--- config.mk ---
export PLATFORM = sky130hd
export DESIGN_NAME = lock_cache_ctl
export DESIGN_NICKNAME = d
export VERILOG_FILES = /design/src/rtl/cc_pkg.sv /design/src/rtl/cc_set_state.sv /design/src/rtl/cc_lookup.sv /design/src/rtl/cc_ctrl.sv /design/src/rtl/lock_cache_ctl.sv
export SDC_FILE = /design/constraint.sdc
export NUM_CORES = 1
export LEC_CHECK = 0
export BUFFER_PORTS_ARGS = -buffer_cell sky130_fd_sc_hd__buf_2
export CAP_MARGIN = 40
export CORE_MARGIN = 2
export CORE_UTILIZATION = 66
export DETAILED_ROUTE_END_ITERATION = 7
export PLACE_DENSITY = 0.88
export SETUP_SLACK_MARGIN = 0.3
export SYNTH_ARGS = -nofsm -noshare
export SYNTH_HDL_FRONTEND = slang
export SYNTH_HIERARCHICAL = 1
export SYNTH_SLANG_ARGS = --single-unit
--- constraint.sdc ---
create_clock -name clk -period 11.8 [get_ports clk]
set_input_delay 2.95 -clock clk [delete_from_list [all_inputs] [get_ports clk]]
set_output_delay 2.95 -clock clk [all_outputs]
set_load 0.005 [all_outputs]
--- src/rtl/cc_pkg.sv ---
package cc_pkg;
  typedef enum logic [1:0] {
    CMD_NONE      = 2'd0,
    CMD_INV_BLK   = 2'd1,
    CMD_INV_ALL   = 2'd2,
    CMD_LOAD_LOCK = 2'd3
  } cmd_e;

  typedef enum logic [1:0] {
    ERR_NONE   = 2'd0,
    ERR_NO_WAY = 2'd1,
    ERR_BUS    = 2'd2
  } err_e;

  typedef enum logic [2:0] {
    UPD_NONE,
    UPD_INV,
    UPD_KILL,
    UPD_FILL,
    UPD_LOCK,
    UPD_TOUCH
  } upd_e;

  typedef enum logic {
    ST_IDLE,
    ST_FILL
  } st_e;
endpackage

--- src/rtl/cc_set_state.sv ---
module cc_set_state
  import cc_pkg::*;
#(
  parameter int TAG_W = 6
) (
  input  logic                   clk,
  input  logic                   rst_n,
  input  logic                   sel,
  input  upd_e                   op,
  input  logic                   way,
  input  logic [TAG_W-1:0]       tag_in,
  input  logic                   lock_in,
  input  logic                   inv_all,
  output logic [1:0]             valid_o,
  output logic [1:0]             lock_o,
  output logic                   lru_o,
  output logic [1:0][TAG_W-1:0]  tag_o
);
  logic [1:0]            v_q, v_n, l_q, l_n;
  logic                  lru_q, lru_n;
  logic [1:0][TAG_W-1:0] t_q, t_n;
  logic                  en;

  always_comb begin
    v_n   = v_q;
    l_n   = l_q;
    lru_n = lru_q;
    t_n   = t_q;
    if (inv_all) begin
      v_n   = v_q & l_q;
      lru_n = l_q[0] & ~l_q[1];
    end else if (sel) begin
      case (op)
        UPD_INV:   if (!l_q[way]) v_n[way] = 1'b0;
        UPD_KILL:  begin v_n[way] = 1'b0; l_n[way] = 1'b0; end
        UPD_FILL:  begin
          v_n[way] = 1'b1;
          t_n[way] = tag_in;
          l_n[way] = lock_in;
          lru_n    = ~way;
        end
        UPD_LOCK:  begin l_n[way] = 1'b1; lru_n = ~way; end
        UPD_TOUCH: lru_n = ~way;
        default:   ;
      endcase
    end
  end

  assign en = inv_all | (sel & (op != UPD_NONE));

  always_ff @(posedge clk or negedge rst_n) begin
    if (!rst_n) begin
      v_q   <= '0;
      l_q   <= '0;
      lru_q <= 1'b0;
      t_q   <= '0;
    end else if (en) begin
      v_q   <= v_n;
      l_q   <= l_n;
      lru_q <= lru_n;
      t_q   <= t_n;
    end
  end

  assign valid_o = v_q;
  assign lock_o  = l_q;
  assign lru_o   = lru_q;
  assign tag_o   = t_q;
endmodule

--- src/rtl/cc_lookup.sv ---
module cc_lookup #(
  parameter int TAG_W = 6
) (
  input  logic [TAG_W-1:0]       tag,
  input  logic [1:0]             valid,
  input  logic [1:0]             lock,
  input  logic                   lru,
  input  logic [1:0][TAG_W-1:0]  tags,
  output logic                   hit,
  output logic                   hit_way,
  output logic                   victim_way,
  output logic                   victim_ok
);
  logic [1:0] match;

  for (genvar w = 0; w < 2; w++) begin : g_way
    assign match[w] = valid[w] && (tags[w] == tag);
  end

  assign hit        = |match;
  assign hit_way    = match[1];
  assign victim_ok  = ~(lock[0] & lock[1]);
  assign victim_way = lock[lru] ? ~lru : lru;
endmodule

--- src/rtl/cc_ctrl.sv ---
module cc_ctrl
  import cc_pkg::*;
#(
  parameter int LINE_W = 9
) (
  input  logic              clk,
  input  logic              rst_n,
  input  logic              fetch_req,
  input  logic [LINE_W-1:0] fetch_line,
  input  logic              f_hit,
  input  logic              f_hit_way,
  input  logic              f_vway,
  input  logic              f_vok,
  input  logic              csr_wr,
  input  cmd_e              cmd,
  input  logic              csr_rd,
  input  logic              problem_state,
  input  logic              adr_wr,
  input  logic [LINE_W-1:0] adr_in,
  input  logic              a_hit,
  input  logic              a_hit_way,
  input  logic              a_vway,
  input  logic              a_vok,
  input  logic              fill_done,
  input  logic              fill_err,
  output logic [LINE_W-1:0] adr_line,
  output upd_e              upd_op,
  output logic              upd_way,
  output logic [LINE_W-1:0] upd_line,
  output logic              upd_lock,
  output logic              inv_all,
  output logic              fill_req,
  output logic [LINE_W-1:0] fill_line,
  output logic              busy,
  output err_e              err,
  output logic              prog_irq,
  output logic              fetch_hit
);
  st_e               st_q, st_n;
  logic [LINE_W-1:0] fl_line_q, fl_line_n, adr_q;
  logic              fl_way_q, fl_way_n, fl_lock_q, fl_lock_n, fl_alloc_q, fl_alloc_n;
  err_e              err_q, err_n;
  logic              irq_q, cmd_go, priv_bad, fl_en;

  assign cmd_go    = csr_wr && (st_q == ST_IDLE);
  assign priv_bad  = cmd_go && problem_state && ((cmd == CMD_INV_ALL) || (cmd == CMD_LOAD_LOCK));
  assign fetch_hit = fetch_req && (st_q == ST_IDLE) && !csr_wr && f_hit;

  always_comb begin
    st_n       = st_q;
    fl_line_n  = fl_line_q;
    fl_way_n   = fl_way_q;
    fl_lock_n  = fl_lock_q;
    fl_alloc_n = fl_alloc_q;
    err_n      = csr_rd ? ERR_NONE : err_q;
    upd_op     = UPD_NONE;
    upd_way    = 1'b0;
    upd_line   = fetch_line;
    upd_lock   = 1'b0;
    inv_all    = 1'b0;
    if (st_q == ST_IDLE) begin
      if (cmd_go && !priv_bad) begin
        upd_line = adr_q;
        case (cmd)
          CMD_INV_BLK: if (a_hit) begin upd_op = UPD_INV; upd_way = a_hit_way; end
          CMD_INV_ALL: inv_all = 1'b1;
          CMD_LOAD_LOCK: begin
            if (a_hit) begin
              upd_op  = UPD_LOCK;
              upd_way = a_hit_way;
            end else if (a_vok) begin
              upd_op     = UPD_KILL;
              upd_way    = a_vway;
              st_n       = ST_FILL;
              fl_line_n  = adr_q;
              fl_way_n   = a_vway;
              fl_lock_n  = 1'b1;
              fl_alloc_n = 1'b1;
            end else begin
              err_n = ERR_NO_WAY;
            end
          end
          default: ;
        endcase
      end else if (!csr_wr && fetch_req) begin
        if (f_hit) begin
          upd_op  = UPD_TOUCH;
          upd_way = f_hit_way;
        end else begin
          st_n       = ST_FILL;
          fl_line_n  = fetch_line;
          fl_way_n   = f_vway;
          fl_lock_n  = 1'b0;
          fl_alloc_n = f_vok;
          if (f_vok) begin upd_op = UPD_KILL; upd_way = f_vway; end
        end
      end
    end else begin
      upd_line = fl_line_q;
      if (fill_err) begin
        st_n  = ST_IDLE;
        err_n = ERR_BUS;
      end else if (fill_done) begin
        st_n = ST_IDLE;
        if (fl_alloc_q) begin
          upd_op   = UPD_FILL;
          upd_way  = fl_way_q;
          upd_lock = fl_lock_q;
        end
      end
    end
  end

  assign fl_en = (st_q == ST_IDLE) && (st_n == ST_FILL);

  always_ff @(posedge clk or negedge rst_n) begin
    if (!rst_n) begin
      st_q  <= ST_IDLE;
      err_q <= ERR_NONE;
      irq_q <= 1'b0;
    end else begin
      st_q  <= st_n;
      err_q <= err_n;
      irq_q <= priv_bad;
    end
  end

  always_ff @(posedge clk or negedge rst_n) begin
    if (!rst_n) begin
      fl_line_q  <= '0;
      fl_way_q   <= 1'b0;
      fl_lock_q  <= 1'b0;
      fl_alloc_q <= 1'b0;
    end else if (fl_en) begin
      fl_line_q  <= fl_line_n;
      fl_way_q   <= fl_way_n;
      fl_lock_q  <= fl_lock_n;
      fl_alloc_q <= fl_alloc_n;
    end
  end

  always_ff @(posedge clk or negedge rst_n) begin
    if (!rst_n)      adr_q <= '0;
    else if (adr_wr) adr_q <= adr_in;
  end

  assign adr_line  = adr_q;
  assign fill_req  = (st_q == ST_FILL);
  assign fill_line = fl_line_q;
  assign busy      = (st_q == ST_FILL);
  assign err       = err_q;
  assign prog_irq  = irq_q;
endmodule

--- src/rtl/lock_cache_ctl.sv ---
module lock_cache_ctl
  import cc_pkg::*;
#(
  parameter int TAG_W   = 6,
  parameter int INDEX_W = 3
) (
  input  logic                       clk,
  input  logic                       rst_n,
  input  logic                       fetch_req,
  input  logic [TAG_W+INDEX_W-1:0]   fetch_line,
  output logic                       fetch_hit,
  output logic                       fetch_stall,
  input  logic                       problem_state,
  input  logic                       csr_wr,
  input  logic [1:0]                 csr_wdata,
  input  logic                       csr_rd,
  output logic [2:0]                 csr_rdata,
  input  logic                       adr_wr,
  input  logic [TAG_W+INDEX_W-1:0]   adr_wdata,
  output logic                       prog_irq,
  output logic                       fill_req,
  output logic [TAG_W+INDEX_W-1:0]   fill_line,
  input  logic                       fill_done,
  input  logic                       fill_err
);
  localparam int LINE_W = TAG_W + INDEX_W;
  localparam int SETS   = 1 << INDEX_W;

  logic [1:0]            valid_arr [SETS];
  logic [1:0]            lock_arr  [SETS];
  logic                  lru_arr   [SETS];
  logic [1:0][TAG_W-1:0] tag_arr   [SETS];
  logic [2*SETS-1:0]     valid_vec, lock_vec;
  logic [SETS-1:0]       lru_vec;

  logic [INDEX_W-1:0] f_idx, a_idx, u_idx;
  logic [LINE_W-1:0]  adr_line, upd_line;
  upd_e               upd_op;
  logic               upd_way, upd_lock, inv_all, busy;
  err_e               err;
  logic               f_hit, f_hit_way, f_vway, f_vok;
  logic               a_hit, a_hit_way, a_vway, a_vok;

  assign f_idx = fetch_line[INDEX_W-1:0];
  assign a_idx = adr_line[INDEX_W-1:0];
  assign u_idx = upd_line[INDEX_W-1:0];

  for (genvar s = 0; s < SETS; s++) begin : g_set
    cc_set_state #(.TAG_W(TAG_W)) u_set (
      .clk     (clk),
      .rst_n   (rst_n),
      .sel     (u_idx == INDEX_W'(s)),
      .op      (upd_op),
      .way     (upd_way),
      .tag_in  (upd_line[LINE_W-1:INDEX_W]),
      .lock_in (upd_lock),
      .inv_all (inv_all),
      .valid_o (valid_arr[s]),
      .lock_o  (lock_arr[s]),
      .lru_o   (lru_arr[s]),
      .tag_o   (tag_arr[s])
    );
    assign valid_vec[2*s +: 2] = valid_arr[s];
    assign lock_vec[2*s +: 2]  = lock_arr[s];
    assign lru_vec[s]          = lru_arr[s];
  end

  cc_lookup #(.TAG_W(TAG_W)) u_fetch_lu (
    .tag        (fetch_line[LINE_W-1:INDEX_W]),
    .valid      (valid_arr[f_idx]),
    .lock       (lock_arr[f_idx]),
    .lru        (lru_arr[f_idx]),
    .tags       (tag_arr[f_idx]),
    .hit        (f_hit),
    .hit_way    (f_hit_way),
    .victim_way (f_vway),
    .victim_ok  (f_vok)
  );

  cc_lookup #(.TAG_W(TAG_W)) u_adr_lu (
    .tag        (adr_line[LINE_W-1:INDEX_W]),
    .valid      (valid_arr[a_idx]),
    .lock       (lock_arr[a_idx]),
    .lru        (lru_arr[a_idx]),
    .tags       (tag_arr[a_idx]),
    .hit        (a_hit),
    .hit_way    (a_hit_way),
    .victim_way (a_vway),
    .victim_ok  (a_vok)
  );

  cc_ctrl #(.LINE_W(LINE_W)) u_ctrl (
    .clk           (clk),
    .rst_n         (rst_n),
    .fetch_req     (fetch_req),
    .fetch_line    (fetch_line),
    .f_hit         (f_hit),
    .f_hit_way     (f_hit_way),
    .f_vway        (f_vway),
    .f_vok         (f_vok),
    .csr_wr        (csr_wr),
    .cmd           (cmd_e'(csr_wdata)),
    .csr_rd        (csr_rd),
    .problem_state (problem_state),
    .adr_wr        (adr_wr),
    .adr_in        (adr_wdata),
    .a_hit         (a_hit),
    .a_hit_way     (a_hit_way),
    .a_vway        (a_vway),
    .a_vok         (a_vok),
    .fill_done     (fill_done),
    .fill_err      (fill_err),
    .adr_line      (adr_line),
    .upd_op        (upd_op),
    .upd_way       (upd_way),
    .upd_line      (upd_line),
    .upd_lock      (upd_lock),
    .inv_all       (inv_all),
    .fill_req      (fill_req),
    .fill_line     (fill_line),
    .busy          (busy),
    .err           (err),
    .prog_irq      (prog_irq),
    .fetch_hit     (fetch_hit)
  );

  assign fetch_stall = fetch_req & ~fetch_hit;
  assign csr_rdata   = {err, busy};
endmodule

==> impl_metrics.ini <==
[setup_path]
required_ps = 8850
crit_type = in2out
critPathCaptureType = output pin
critPathCapture = fetch_stall
critical_path_cell_count = 12
start_kind = primary input
critical-path-max-stage-delay_ps = 640
ff2ff_path_depth = 15
cp.arrival_ps = 6130
startpoint = fetch_line[0]
r2r_end = g_set[7].u_set/tag_o[11]$_DFFE_PN0P_
cp_cell_sequence = buf_2 -> buf_4 -> mux4_1 -> mux2_2 -> xnor2_1 -> nand4_1 -> nor4_2 -> a41o_1 -> nand3_1 -> inv_1 -> nor2b_1 -> buf_2
cp_common_cell = buf_2
cp_max_fo = 28
cpLargestDelayFamily = buffers and inverters
worst-path-buf-inv = 4
critPathSlowestCell = mux4_1
reg2reg_from = u_ctrl/adr_line[0]$_DFFE_PN0P_
ff2ff_setup_slack_ps = 6630

[synth]
synth_fp_nets = 863
synth_area_um2 = 10600
avgSynthCellArea_um2 = 12.8
ys_seq_area_share_pct = 37.8
syn_inst = 834
synth_cell_types = 58
yosys_warnings = 6
ys_async_sr_fraction_pct = 100
synth-edff-count = 0
synth_ff_type = dfrtp_1
synth-seq-cells = 161

[finish]
diodes = 0
fill_cells = 904
seqCellArea_um2 = 4030
areaGrowthSynthToFinish_pct = 9.04
nets = 906
drive_gt1_share_pct = 31.8
multi_input_area_um2 = 6190

[global_route]
grt_pass1_wl_mm = 45.0
grt_overflow = 0
grt_util_met3_pct = 8.14
met1_usage_pct = 45.9
busiest_layer = met2
grt.met2_usage_pct = 54.0
grt_antenna_before_repair = 0
grt_pass1_vias = 8027
grt_max_degree = 69
grt.total_usage_pct = 35.2

[routing]
vias_per_cell = 7.35
drc = 0
detail-route-antenna-nets = 0
drtPass1Iterations = 8
vias = 8128
finalWirelength_mm = 28.7
wire_per_inst_um = 25.9
drt_iter0_markers = 1158

[clock_tree]
cts-root-buf = clkbuf_16
cts.sinks = 161
cts_buffer_depth = 2
clk_latency_ps = 440
htree_levels = 4
cts_buffers = 17
cts_tree = yes
cts.clk_slew.worst_paths_ps = 70
ctsResizeCount = 0
cts-hold-fix-buffers = 0
post_cts_buffers = 0

[timing]
post-route-period-util_pct = 76.9
finalHoldViolCount = 0
relSlewSlack_pct = 34.3
setup_tns_ps = 0
fin_crit_ps = 9080
slew_viol_final = 0
fmax_ghz = 0.110
finalSetupViolations = 0
skew_ps = 8.84
worstMarginPinSlew_ps = 986
rsz0062_at_grt = no

[die]
die_w_um = 131
initial_utilization_pct = 67.3
die_y_um = 131
num_rows = 46
dieArea_um2 = 17200
core_um2 = 15800
ios = 45

[outcome]
outcome = finished, final reports clean

[power]
vdd_drop_max_v = 0.000119
power.density_nw_per_um2 = 135
power_mw = 1.57
p_leak_nw = 5.38

[hold_path]
hp-class = reg2reg
hp-start = u_ctrl/fl_lock_q$_DFFE_PN0P_

[place]
portBuffers = 44
routabilityCongestion = 0.856
hpwl_mm = 18.3

[flow_run]
cap_violations = 0
==> placed cells by master, fill, tap and decap left out, types with 14 or more instances in the layout <==
| cell type | synthesis | routed |
|---|---|---|
| mux2i_1 | 21 | 21 |
| and3b_1 | 17 | 17 |
| nand3b_1 | 23 | 23 |
| o221ai_1 | 19 | 19 |
| inv_1 | 42 | 42 |
| mux2_4 | 48 | 48 |
| nand2_1 | 27 | 27 |
| mux4_1 | 48 | 48 |
| xnor2_1 | 14 | 14 |
| o21ai_0 | 24 | 24 |
| mux2_2 | 92 | 92 |
| a31oi_1 | 14 | 14 |
| buf_4 | 3 | 15 |
| mux4_2 | 20 | 20 |
| a21oi_1 | 39 | 39 |
| dfrtp_1 | 161 | 160 |
| nor2b_1 | 17 | 17 |
| nor2_1 | 38 | 37 |
| clkbuf_16 | 0 | 17 |
| buf_2 | 4 | 44 |
==> kinds of logic (layout without fill, tap and decap cells) <==
group | count (synthesis) | count (layout) | synth area share [%]
AO/OA/AOI/OAI | 135 | 135 | 8.54
XOR/XNOR | 24 | 24 | 1.97
buffers and inverters | 79 | 135 | 4.14
flip-flops | 161 | 161 | 37.8
multiplexers | 238 | 238 | 35.5
AND/OR/NAND/NOR | 197 | 197 | 12.0
==> area by class of cell <==
class,instances,share of cell area [%]
clock inverters,13,1.30
repair buffers,61,3.20
flip-flops and latches,161,34.7
multi-input cells,594,53.3
well taps,216,2.33
inverters,42,1.36
clock buffers,19,3.82
==> where the power goes <==
| group | total, mW | switching [mW] | leakage, nW | internal, mW |
|---|---|---|---|---|
| registers | 0.665 | 0.0610 | 2.15 | 0.604 |
| logic | 0.340 | 0.186 | 2.95 | 0.154 |
| clock network | 0.564 | 0.244 | 0.282 | 0.321 |
| total | 1.57 | 0.491 | 5.38 | 1.08 |
==> synthesized netlist by cell type, types with 8 or more instances <==
| cell type | n | area share [%] |
|---|---|---|
| dfrtp_1 | 161 | 38 |
| a21oi_1 | 39 | 1.8 |
| o221ai_1 | 19 | 1.6 |
| nand3b_1 | 23 | 1.6 |
| clkbuf_1 | 13 | 0.46 |
| nor2_1 | 38 | 1.3 |
| or3b_1 | 8 | 0.66 |
| nand2_1 | 27 | 0.95 |
| mux2_1 | 9 | 0.95 |
| mux4_1 | 48 | 12 |
| nor2b_1 | 17 | 1.0 |
| and3b_1 | 17 | 1.4 |
| a31oi_1 | 14 | 0.82 |
| xor2_1 | 10 | 0.82 |
| xnor2_1 | 14 | 1.2 |
| mux4_2 | 20 | 4.2 |
| mux2i_1 | 21 | 2.0 |
| o21ai_0 | 24 | 1.1 |
| buf_6 | 17 | 1.8 |
| inv_1 | 42 | 1.5 |
| mux2_4 | 48 | 6.8 |
| mux2_2 | 92 | 9.7 |
| a221oi_1 | 12 | 0.99 |
==> routing by layer <==
metal | vias to the layer above | routed length (um)
li1 | 3327 | -
met1 | 4036 | 10900
met2 | 619 | 13300
met3 | 146 | 2890
met4 | 0 | 1540
met5 | - | 0
==> state kept, by name, indices dropped and copies added, names as in the netlist, named ones only <==
name                flops
u_ctrl/fl_alloc_q       1
g_set.u_set/lru_o       8
g_set.u_set/tag_o      96
u_ctrl/busy             1
u_ctrl/fl_lock_q        1
u_ctrl/prog_irq         1
g_set.u_set/lock_o     16
u_ctrl/fill_line        9
u_ctrl/err              2
u_ctrl/fl_way_q         1
u_ctrl/adr_line         9
==> worst min-delay path by stage <==
stage | end | cells past startpoint
floorplan | u_ctrl/fl_lock_q$_DFFE_PN0P_ | 1
global placement | u_ctrl/fl_lock_q$_DFFE_PN0P_ | 1
detailed placement | u_ctrl/fl_lock_q$_DFFE_PN0P_ | 1
CTS | u_ctrl/fl_lock_q$_DFFE_PN0P_ | 1
global route | u_ctrl/fl_lock_q$_DFFE_PN0P_ | 1
finish | u_ctrl/fl_lock_q$_DFFE_PN0P_ | 1
==> per-stage QoR <==
step | worst slack [ps] | std cells | utilization [%] | area, um^2 | hold WS [ps]
6_report | 2720 | 1106 | 73.4 | 11600 | 518
5_1_grt | 2560 | 1106 | 73.4 | 11600 | 543
4_1_cts | 2780 | 1106 | 73.4 | 11600 | 514
3_5_place_dp | 2880 | 1074 | 69.6 | 11000 | 478
3_3_place_gp | 3040 | 1069 | 69.2 | 11000 | 477
2_1_floorplan | 3850 | 834 | - | 10600 | 452
Note: power is estimated with default switching activity, not from simulation.
